[src/rtl/sysclk_divider.sv]
module sysclk_divider #(
  parameter int DEF_CODE = 4,
  parameter bit PIN_EN   = 1'b1
) (
  input  logic       clk_src,
  input  logic       rst_n,
  input  logic [3:0] div_code,
  output logic       clk_div,
  output logic       clk_pin
);

  localparam int MAX_CODE = 8;
  localparam int PW = MAX_CODE;
  localparam int HW = MAX_CODE + 1;

  logic [3:0]    cur, req;
  logic [PW-1:0] ph;
  logic          q;
  logic [HW-1:0] half;
  logic          last;

  assign half = HW'(1) << cur;
  assign last = ({1'b0, ph} == half - HW'(1));

  always_ff @(posedge clk_src) begin
    if (!rst_n) begin
      cur <= 4'(DEF_CODE);
      req <= 4'(DEF_CODE);
      ph  <= '0;
      q   <= 1'b0;
    end else begin
      if (div_code <= 4'(MAX_CODE))
        req <= div_code;
      if (last) begin
        ph <= '0;
        if (!q && (req != cur))
          cur <= req;
        else
          q <= ~q;
      end else begin
        ph <= ph + PW'(1);
      end
    end
  end

  assign clk_div = q;
  assign clk_pin = PIN_EN ? q : 1'b0;


  setting_legal_chk: assert property (@(posedge clk_src) disable iff (!rst_n)
    cur <= 4'(MAX_CODE) && req <= 4'(MAX_CODE));


  reserved_ignored_chk: assert property (@(posedge clk_src) disable iff (!rst_n)
    ($past(div_code) > 4'(MAX_CODE)) |-> $stable(req));


  switch_while_low_chk: assert property (@(posedge clk_src) disable iff (!rst_n)
    (cur != $past(cur)) |-> (!q && !$past(q)));


  full_phase_toggle_chk: assert property (@(posedge clk_src) disable iff (!rst_n)
    (q != $past(q)) |-> ($past(ph) == $past(half[PW-1:0] - PW'(1))));


  phase_in_range_chk: assert property (@(posedge clk_src) disable iff (!rst_n)
    {1'b0, ph} < half);


  pin_follows_chk: assert property (@(posedge clk_src) disable iff (!rst_n)
    PIN_EN |-> (clk_pin == clk_div));

endmodule

[config.mk]
export PLATFORM = sky130hd
export DESIGN_NAME = sysclk_divider
export DESIGN_NICKNAME = d
export VERILOG_FILES = /design/src/rtl/sysclk_divider.sv
export SDC_FILE = /design/constraint.sdc
export NUM_CORES = 1
export LEC_CHECK = 0
export BUFFER_PORTS_ARGS = -buffer_cell sky130_fd_sc_hd__buf_4
export CAP_MARGIN = 0
export CORE_MARGIN = 5
export CORE_UTILIZATION = 45
export CTS_BUF_LIST = sky130_fd_sc_hd__clkbuf_4 sky130_fd_sc_hd__clkbuf_8 sky130_fd_sc_hd__clkbuf_16
export DETAILED_ROUTE_END_ITERATION = 10
export HOLD_SLACK_MARGIN = 0.02
export PLACE_DENSITY = 0.62
export SLEW_MARGIN = 5
export SYNTH_ARGS = -nofsm -noshare
export SYNTH_HDL_FRONTEND = slang
export SYNTH_SLANG_ARGS = --single-unit
[constraint.sdc]
create_clock -name clk_src -period 2.6 [get_ports clk_src]
set_input_delay 0.52 -clock clk_src [delete_from_list [all_inputs] [get_ports clk_src]]
set_output_delay 0.52 -clock clk_src [all_outputs]
set_load 0.02 [all_outputs]
-- Word level (Yosys, flattened, before mapping)
Index checks and enable logic that the tools add are counted.
- bits in registers: 17
- input port bits: 6
- output and inout port bits: 2
- word-level logic and storage cells: 18
- add/sub/neg operators: 2
- order comparisons: 1
- equality and inequality tests: 2
- shift operators: 1
- bitwise logic cells: 3
- reduce and logical (&&, ||, !) cells: 5
- operators with widths (kind ; count):
    equality test 8 x 9 -> 1 bit ; 1
    left shift 1 x 4 -> 9 bit, first input constant ; 1
    subtractor 9 x 1 -> 9 bit, second input constant ; 1
    adder 8 x 1 -> 8 bit, second input constant ; 1
    less-or-equal comparator 4 bit, second input constant ; 1
    != test 4 bit ; 1
    AND reduction 2 bit ; 2
    NOT 1 bit ; 3
    OR reduction 2 bit ; 1
    logical AND 1 bit ; 1
    zero test 1 bit ; 1

-- Longest topological paths before layout
- word-level depth: 4
- mapped depth: 10
- gate-level depth less buffers: 8

-- Worst setup path before layout
Ideal clock, no wire load.
- path type: reg2reg
- from: register cur[3]
- to: register q (netlist: clk_div)
- setup time: 0.115 ns
- arrival time: 2.530 ns
- required time: 2.485 ns
- slack: -0.044 ns
- stages on the path, launching flop included: 10
- path buffers: 1
- period minus slack after synthesis: 2.644 ns
- cell sequence: dfxtp_1 > buf_2 > or4b_2 > ha_1 > or4_4 > a21o_1 > o221ai_2 > and4_1 > a21boi_1 > o21a_1
- cells in the longest elaborated chain, start to end: 4
- elaborated cells on any way between the ends: 7
- classes of those cells: add/sub: 1; eq/ne: 2; shift: 1; bitwise: 1; reduce/logical: 2
- ends and longest elaborated chain (element ; RTL line ; RTL):
    from (decl) ; 16 ; logic [3:0] cur, req;
    from (signal assigned) ; 27 ; cur <= 4'(DEF_CODE);
    from (signal assigned) ; 37 ; cur <= req;
    left shift 1 x 4 -> 9 bit or != test 4 bit (tied branches) ; 22, 36 ;
    subtractor 9 x 1 -> 9 bit or logical AND 1 bit (tied branches) ; 23, 36 ;
    equality test 8 x 9 -> 1 bit or NOT 1 bit (tied branches) ; n/a ;
    AND reduction 2 bit (no source line) (*) ; n/a ;
    to (signal assigned) ; 39 ; q <= ~q;
    to (decl) ; 18 ; logic q;
Mark *: on every way between the ends. The rest lies on a longest branch, timed or not.
A chain may end at the register's enable or synchronous reset.

-- Worst setup path after layout
- from: register cur[0]
- to: register cur[0]
- cells in the longest elaborated chain, start to end: 4
- elaborated cells on any way between the ends: 6
- classes of those cells: add/sub: 1; eq/ne: 2; shift: 1; reduce/logical: 2
- ends and longest elaborated chain (element ; RTL line ; RTL):
    left shift 1 x 4 -> 9 bit ; 22 ; assign half = HW'(1) << cur;
    subtractor 9 x 1 -> 9 bit ; 23 ; assign last = ({1'b0, ph} == half - HW'(1));
    equality test 8 x 9 -> 1 bit ; 23 ;
    AND reduction 2 bit (no source line) (*) ; n/a ;
Marks and branches as above.

==> flow_summary.json <==
{
  "status": "completed",
  "place_ws_ps": 104,
  "fin_crit_ps": 2510,
  "cp-start-kind": "flip-flop",
  "setup_ws_ps": 92.1,
  "drive_above_1_share_pct": 19.7,
  "finalMaxSlewViolations": 0,
  "top_usage_layer": "met2",
  "pwr-share-comb_pct": 9.0,
  "synth_warnings": 0,
  "leakagePower_nw": 0.462,
  "synth.distinct_cells": 43,
  "start_util_pct": 46.0,
  "grt_max_degree": 14,
  "cts_hold_buf": 0,
  "power.density_nw_per_um2": 383,
  "antenna_left": 0,
  "drt_iter0_markers": 33,
  "maxCapViolCount": 0,
  "syn_to_final_growth_pct": 11.7,
  "multi_input_comb_area_sq_um": 714,
  "power_mw": 0.474,
  "grt_use_total_pct": 15.1,
  "whs_path_depth": 2,
  "port_buffers": 7,
  "nets": 151,
  "fin_skew_ps": 4.55,
  "n_antenna_cell": 0,
  "hold_viol_final": 0,
  "vias": 966,
  "swShare_pct": 24.5,
  "end_kind": "flip-flop",
  "hold_path.startpoint": "rst_n",
  "synth.cell_area_sq_um": 1110,
  "rr_worst_depth": 8,
  "post-cts-setup-buffers": 0,
  "required_ps": 2820,
  "p_switching_mw": 0.116,
  "clk_latency_ps": 290,
  "cts.clk_slew.worst_paths_ps": 100,
  "gr-usage-met1_pct": 20.1,
  "layout_commonest_cell": "dfxtp_1",
  "rows": 18,
  "clockPowerShare_pct": 32.4,
  "setup_viol": 0,
  "grt_pass1_vias": 921,
  "netlist.area_leader.share_pct": 30.7,
  "numCtsBuffers": 3,
  "rsz0062_at_grt": "false",
  "worstReg2RegStart": "cur[0]",
  "die_h_microns": 59.6,
  "dieWidth_microns": 59.6,
  "synth.net_count": 141,
  "grtUsageMet3_pct": 2.61,
  "cts_tree": "built",
  "layout_common_cells": "dfxtp_1, buf_4, a21oi_1, nand3_1",
  "core_area_sq_um": 2410,
  "postCtsResizedCells": 0,
  "fmax_ghz": 0.399,
  "synth_async_sr_flop_share_pct": 0,
  "synthTopCellsByArea": "dfxtp_1, xnor2_1, xor2_1",
  "first_pass_iters": 5,
  "htreeDepth": 1,
  "holdWs_ps": 463,
  "n_fill_cell": 231,
  "stdcell_count": 172,
  "synth_edf_count": 0,
  "cts_buffer_depth": 2,
  "ys_ff_latch": 17,
  "wl_per_cell_microns": 13.4,
  "p_int_mw": 0.358,
  "seqPwrFrac_pct": 58.6,
  "synth_top_cell_by_area": "dfxtp_1",
  "syn_inst": 133,
  "remaining_drc_errors": 0,
  "critPathMaxFanout": 12,
  "place_inst": 168,
  "antenna_found_initial": 0,
  "peakVddDrop_mv": 0.327,
  "ctsRootBufferMaster": "clkbuf_4",
  "clock-sinks": 17,
  "grt_use_met2_pct": 24.0,
  "grt_pass1_wl_mm": 4.06,
  "cp_data_arrival_time_ps": 2730,
  "hp-class": "in2reg",
  "slew_headroom_pct": 81.0,
  "totalWireLength_mm": 2.30,
  "overflow": 0,
  "synth-seq-area-share_pct": 30.7,
  "worstSetupPathType": "reg2reg",
  "syn_avg_cell_area_sq_um": 8.34,
  "dp_hpwl_mm": 1.76,
  "gp_congestion": 0.788,
  "ys_dominant_reg_cell": "dfxtp_1",
  "tns_ps": 0,
  "vias_per_cell": 5.62,
  "period_share_pct": 96.5,
  "tightest_slew_ps": 283,
  "crit-reg2reg-capture": "cur[0]",
  "seqCellArea_sq_um": 340,
  "holdPathEnd": "req[2]",
  "die_area_sq_um": 3560,
  "r2r_slack_ps": 90,
  "ios": 8
}
how the worst max path moves through the flow:
stage / from / to / depth (start not counted)
after floorplan: cur[3] / clk_div / 9
after global placement: cur[3] / ph[5] / 8
after detailed placement: cur[0] / ph[7] / 8
after CTS: cur[0] / ph[3] / 8
after global routing: cur[0] / ph[7] / 8
final: cur[0] / cur[0] / 8
stage by stage:
step                util [%]  area (sq um)
finish                  51.4          1240
global route            51.4          1240
CTS                     50.8          1220
detailed placement      49.6          1190
global placement        49.6          1190
floorplan                  -          1130
flip-flops by register name, summed over array words and instances (netlist names):
signal	count
clk_div	1
cur	4
ph	8
req	4
cells by family (layout without fill, tap and decap cells):
group | after synthesis | count (layout) | share of synthesized area (%)
flops | 17 | 17 | 30.7
fa+ha+maj | 2 | 2 | 2.26
compound gates | 37 | 37 | 22.7
xor+xnor | 15 | 15 | 11.9
simple gates | 48 | 48 | 24.9
buf+inv | 14 | 23 | 7.56
power by group through the flow:
stage               registers [mW]  logic (mW)  clock network (mW)
floorplan                    0.281      0.0282                   0
global placement             0.284      0.0408                   0
detailed placement           0.284      0.0414                   0
finish                       0.278      0.0427               0.154
global route                 0.279      0.0485               0.173
CTS                          0.278      0.0418               0.159
layout make-up:
class | instances | area share, %
repair buffers | 12 | 7.27
inverters | 7 | 2.12
flip-flops and latches | 17 | 27.5
multi-input cells | 102 | 57.7
clock buffers | 4 | 2.42
well taps | 30 | 3.03
worst max-delay path, stage by stage (launching register included):
cell and delay [ps]:
dfxtp_1 360, or4_4 560, ha_4 230, or4_4 420, a21o_1 180, o221ai_2 70, and4_1 300, nand4_1 120
a21oi_1 190
per-layer routing:
layer	part of all wire, %	vias up	routed length [microns]
met5	0	-	0
met4	0.87	0	20
met3	5.3	2	123
met2	46	23	1060
met1	48	443	1100
li1	-	498	-
synth_stat cells, types with 2 or more instances:
cell and n:
o21bai_1 2, o21ai_0 7, xor2_1 6, inv_1 7, nand4_1 5, nand2_1 6, xnor2_1 9, buf_6 2
o21a_1 2, a21oi_1 10, and3_1 2, a21o_1 3, nor2b_1 2, o21ai_1 2, nor3_1 4, buf_2 2
nand3_1 10, dfxtp_1 17, or4_4 2, ha_1 2, nor2_1 9
(Power assumes the default switching activity.)
